<file path="src/rtl/dsm_pkg.sv">
package dsm_pkg;

   // Output level carried on the pulse bit and fed back to the difference stage.
   typedef enum logic {
      LVL_NEG = 1'b0,
      LVL_POS = 1'b1
   } level_e;

   // Smallest accumulator headroom, in bits above the input width.
   localparam int DSM_MIN_GUARD = 4;

   // Accumulator width for a given input width and headroom.
   function automatic int acc_width(input int in_w, input int guard_w);
      return in_w + guard_w;
   endfunction

endpackage

</file>
<file path="src/rtl/dsm_diff.sv">
module dsm_diff #(
   parameter int IN_W  = 16,
   parameter int ACC_W = 20
) (
   input  logic [IN_W-1:0]          din,
   input  dsm_pkg::level_e          fb_lvl,
   output logic signed [ACC_W-1:0]  delta
);
   import dsm_pkg::*;

   // Magnitude of one output level: 2^(IN_W-1) in the widened datapath.
   localparam logic signed [ACC_W-1:0] FULL_SCALE = ACC_W'(1) << (IN_W - 1);

   logic signed [ACC_W-1:0] din_ext;

   assign din_ext = ACC_W'($signed(din));

   always_comb begin
      if (fb_lvl == LVL_POS) begin
         delta = din_ext - FULL_SCALE;
      end else begin
         delta = din_ext + FULL_SCALE;
      end
   end

endmodule

</file>
<file path="src/rtl/dsm_accum.sv">
module dsm_accum #(
   parameter int ACC_W = 20
) (
   input  logic                     clk,
   input  logic                     rst,
   input  logic                     en,
   input  logic signed [ACC_W-1:0]  delta,
   output logic signed [ACC_W-1:0]  integ_d,
   output logic signed [ACC_W-1:0]  integ_q
);

   assign integ_d = integ_q + delta;

   always_ff @(posedge clk) begin
      if (rst) begin
         integ_q <= '0;
      end else if (en) begin
         integ_q <= integ_d;
      end
   end

endmodule

</file>
<file path="src/rtl/dsm_quant.sv">
module dsm_quant #(
   parameter int ACC_W = 20
) (
   input  logic                     clk,
   input  logic                     rst,
   input  logic                     en,
   input  logic signed [ACC_W-1:0]  integ_d,
   output dsm_pkg::level_e          lvl_q
);
   import dsm_pkg::*;

   logic above_zero;

   // Strict test: non-negative sign and not all zero.
   assign above_zero = !integ_d[ACC_W-1] && (integ_d != '0);

   always_ff @(posedge clk) begin
      if (rst) begin
         lvl_q <= LVL_POS;
      end else if (en) begin
         lvl_q <= above_zero ? LVL_POS : LVL_NEG;
      end
   end

endmodule

</file>
<file path="src/rtl/dsm_modulator.sv">
module dsm_modulator #(
   parameter int IN_W    = 16,
   parameter int GUARD_W = 4
) (
   input  logic             clk,
   input  logic             rst,
   input  logic             step_en,
   input  logic [IN_W-1:0]  din,
   output logic             bit_out
);
   import dsm_pkg::*;

   localparam int ACC_W = acc_width(IN_W, GUARD_W);

   generate
      if (IN_W < 2) begin : g_bad_in_w
         $error("dsm_modulator: IN_W must be at least 2");
      end
      if (GUARD_W < DSM_MIN_GUARD) begin : g_bad_guard
         $error("dsm_modulator: GUARD_W below the minimum headroom");
      end
   endgenerate

   level_e                   lvl_q;
   logic signed [ACC_W-1:0]  delta;
   logic signed [ACC_W-1:0]  integ_d;
   logic signed [ACC_W-1:0]  integ_q;

   dsm_diff #(
      .IN_W  (IN_W),
      .ACC_W (ACC_W)
   ) i_diff (
      .din    (din),
      .fb_lvl (lvl_q),
      .delta  (delta)
   );

   dsm_accum #(
      .ACC_W (ACC_W)
   ) i_accum (
      .clk     (clk),
      .rst     (rst),
      .en      (step_en),
      .delta   (delta),
      .integ_d (integ_d),
      .integ_q (integ_q)
   );

   dsm_quant #(
      .ACC_W (ACC_W)
   ) i_quant (
      .clk     (clk),
      .rst     (rst),
      .en      (step_en),
      .integ_d (integ_d),
      .lvl_q   (lvl_q)
   );

   assign bit_out = (lvl_q == LVL_POS);

endmodule

</file>
<file path="config.mk">
export PLATFORM = sky130hd
export DESIGN_NAME = dsm_modulator
export DESIGN_NICKNAME = d
export VERILOG_FILES = /design/src/rtl/dsm_pkg.sv /design/src/rtl/dsm_diff.sv /design/src/rtl/dsm_accum.sv /design/src/rtl/dsm_quant.sv /design/src/rtl/dsm_modulator.sv
export SDC_FILE = /design/constraint.sdc
export NUM_CORES = 1
export LEC_CHECK = 0
export ABC_AREA = 1
export BUFFER_PORTS_ARGS = -buffer_cell sky130_fd_sc_hd__buf_2
export CORE_MARGIN = 1
export CORE_UTILIZATION = 50
export CTS_BUF_LIST = sky130_fd_sc_hd__clkbuf_8
export CTS_CLUSTER_DIAMETER = 50
export DETAILED_ROUTE_END_ITERATION = 10
export PLACE_DENSITY = 0.69
export SYNTH_ARGS = -nofsm -noshare
export SYNTH_HDL_FRONTEND = slang
export SYNTH_SLANG_ARGS = --single-unit
</file>
<file path="constraint.sdc">
create_clock -name clk -period 2.65 [get_ports clk]
set_input_delay 0 -clock clk [delete_from_list [all_inputs] [get_ports clk]]
set_output_delay 0 -clock clk [all_outputs]
set_load 0.1 [all_outputs]
</file>
==> summary.txt <==
Status
  • Status: finished, final reports clean

Critical path
  • Maximum fanout along the worst path: 4
  • Critical path, cell by cell: ha_1 > xnor2_1 > ha_1 > a21o_1 > o21bai_1 > a21oi_1 > nand2_1 > nand2_1 > nand3_1 > nor2_1 > nand2_1 > nand2_1 > nand2_1
  • Crit path depth: 13
  • Slowest stage delay, CP: 0.34 ns
  • CP Data Required Time: 2.81 ns
  • Critical path arrival: 2.38 ns
  • Startpoint Class: flip-flop
  • Crit-path slowest cell: dfxtp_2
  • Cell family with most CP delay: adder cells
  • Worst setup EP type: flip-flop
  • Crit path buf inv count: 0
  • Worst path most repeated cell: nand2_1
  • FF-to-FF setup slack: 0.43 ns
  • Kind of critical path: reg2reg
  • Reg2Reg Depth: 13

Floorplan
  • Initial Util: 53.0%
  • Row Count: 23
  • Die Ht: 67.8 µm
  • Core Region: 4090 µm²
  • Die Wd: 67.8 µm
  • Die ar.: 4600 µm²
  • Io pins: 20

Placed design
  • Dpl hpwl: 4060 µm
  • IO buf count: 19
  • Post-DP Area: 2310 µm²
  • Gpl congestion: 0.890

Clock tree
  • Post-CTS sizing: 0
  • H-Tree Level Count: 1
  • Reg clk slew, reported paths: 0.08 ns
  • Clock Path Buffers: 2
  • Later-pin clock latency in the skew report: 0.27 ns
  • CTS Root Cell: clkbuf_8
  • Post-CTS Hold Buffers: 0
  • CTS tree: yes
  • Clock Sinks: 21
  • Post-CTS setup buffers: 0
  • CTS buffer count: 3

Timing
  • Hold violation count in the final report: 0
  • RSZ-0062 raised after global routing: no
  • Setup TNS: 0 ns
  • Max Fclk: 451 MHz
  • Layout Skew: 0.00550 ns
  • Max-slew violations: 0
  • Slew @ Worst Pin: 0.536 ns
  • Final setup violation count: 0
  • Slew margin rel.: 64.2%
  • Final worst path period share: 83.7%
  • Final worst path period need: 2.22 ns

Logic synthesis
  • Library cells used by synthesis: 29
  • Yosys reg bits: 21
  • Synthesized area per cell: 5.84 µm²
  • Synthesized area: 2170 µm²
  • Syn Inst Count: 371
  • Post-Syn Nets: 413
  • Seq/Total Area, Yosys: 19.4%
  • Synthesis Warnings: 0

Pwr
  • VDD IR max: 0.305 mV
  • Leak: 1.44 nW
  • P per Cell Area: 516 nW/µm²

GRT
  • Gr ovfl total: 0
  • Vias in the first global route: 1,922
  • Overall routing resource usage: 25.1%
  • First-pass GRT wire length: 8540 µm
  • Largest net degree at the start of global routing: 30
  • Initial antenna violation count: 0

Drt
  • DR pass1 iterations: 4
  • Vias after detailed routing: 2,160
  • Routed Antenna Nets: 0
  • WL/cell: 11.7 µm
  • Initial DRC count: 115
  • Vias per cell: 4.92
  • Post-route DRC: 0
  • Total Wirelength: 5140 µm

Finish
  • Fraction of layout cells with a size suffix above 1: 11.6%
  • Area grow syn2layout: 8.61%
  • Post-route cell area: 2350 µm²
  • Nets@finish: 432
  • Ant. Diodes: 0

Worst hold path
  • Worst min path class: in2reg
  • Hold Crit Depth: 4

Flow run
  • Max_cap viols: 0
==> sequential cells by signal, indices dropped and copies added, names as in the netlist <==
signal,flops
i_accum.integ_q,20
i_quant.lvl_q,1
==> kinds of logic after synthesis <==
kind of cell | count (synthesis) | synth area share [%]
adders and majority gates | 23 | 13.6
DFF | 21 | 19.4
buffers and inverters | 74 | 12.8
AOI/OAI and AO/OA | 40 | 10.9
xor gates and xnor gates | 4 | 1.62
and+or+nand+nor | 209 | 41.7
==> per-layer routing <==
metal	vias to the layer above	wire, µm	track usage (%)
li1	1190	-	-
met1	913	2500	33.1
met2	55	2300	43.1
met3	2	312	4.33
met4	0	28	4.43
met5	-	0	0
==> Yosys cell counts (all sizes together) <==
library cell	instances	area share (%)
nor2	47	8.4
nand3	22	5.8
o21ai	14	3.2
nor3	5	1.7
a21o	1	0.35
o211ai	8	2.8
ha	22	13
or2	2	0.69
nand3b	4	1.4
clkbuf	4	0.69
buf	1	0.17
clkinv	1	0.17
nand4	3	0.87
fa	1	0.92
nand2	126	23
xnor2	1	0.40
inv	68	12
dfxtp	21	19
xor2	3	1.2
a21oi	15	3.8
o21bai	2	0.69
==> layout by cell type (no fill, tap or decap), types with 2 or more instances in the layout <==
| master | count |
|---|---|
| o211ai_1 | 8 |
| nand3_2 | 3 |
| nand2_1 | 117 |
| nor2_1 | 45 |
| ha_1 | 22 |
| dfxtp_1 | 20 |
| buf_2 | 19 |
| o21bai_1 | 2 |
| a21oi_2 | 2 |
| nand3b_1 | 4 |
| nand4_1 | 3 |
| nand3_1 | 19 |
| nor2_2 | 2 |
| nand2_2 | 9 |
| xor2_1 | 3 |
| inv_1 | 66 |
| o21ai_0 | 13 |
| nor3_1 | 4 |
| a21oi_1 | 13 |
| inv_2 | 2 |
| clkbuf_8 | 3 |
==> final timing paths <==
| path | start | to |
|---|---|---|
| setup reg to reg | i_quant.lvl_q | i_quant.lvl_q |
| hold reg to reg | i_accum.integ_q[15] | i_accum.integ_q[15] |
| hold / removal | din[0] | i_accum.integ_q[0] |
| setup / recovery | i_quant.lvl_q | i_quant.lvl_q |
==> area by class of cell <==
class	instances	area [µm²]
Fill cell	433	1730
Multi-Input combinational cell	276	1470
Sequential cell	21	422
Inverter	69	259
Timing Repair Buffer	19	95.1
Tap cell	50	62.6
Clock buffer	3	41.3
Clock inverter	1	5.00
==> worst reg2reg max path: stages, from the launching register on <==
cell and delay (ns):
dfxtp_2 0.34, ha_1 0.28, xnor2_1 0.23, ha_1 0.29, a21o_1 0.18, o21bai_1 0.15, a21oi_1 0.16, nand2_1 0.08
nand2_1 0.07, nand3_1 0.07, nor2_1 0.10, nand2_1 0.07, nand2_1 0.05, nand2_1 0.04
==> per-stage QoR <==
step | setup slack, ns | hold slack (ns) | std cells | util (%) | total power [W]
6_report | 0.433 | 0.101 | 439 | 57.6 | 0.00121
5_1_grt | 0.183 | 0.162 | 439 | 57.6 | 0.00133
4_1_cts | 0.442 | 0.101 | 439 | 57.6 | 0.00122
3_5_place_dp | 0.467 | 0.383 | 435 | 56.4 | 0.000991
3_3_place_gp | 0.492 | 0.372 | 435 | 56.4 | 0.000985
2_1_floorplan | 0.232 | 0.160 | 371 | - | 0.000861
==> where the power goes <==
| part | internal, W | switching (W) |
|---|---|---|
| Combinational | 0.000216 | 0.000399 |
| Clock | 0.000105 | 0.000118 |
| Sequential | 0.000353 | 0.0000232 |
| Total | 0.000675 | 0.000540 |
Note: power is estimated with default switching activity, not from simulation.
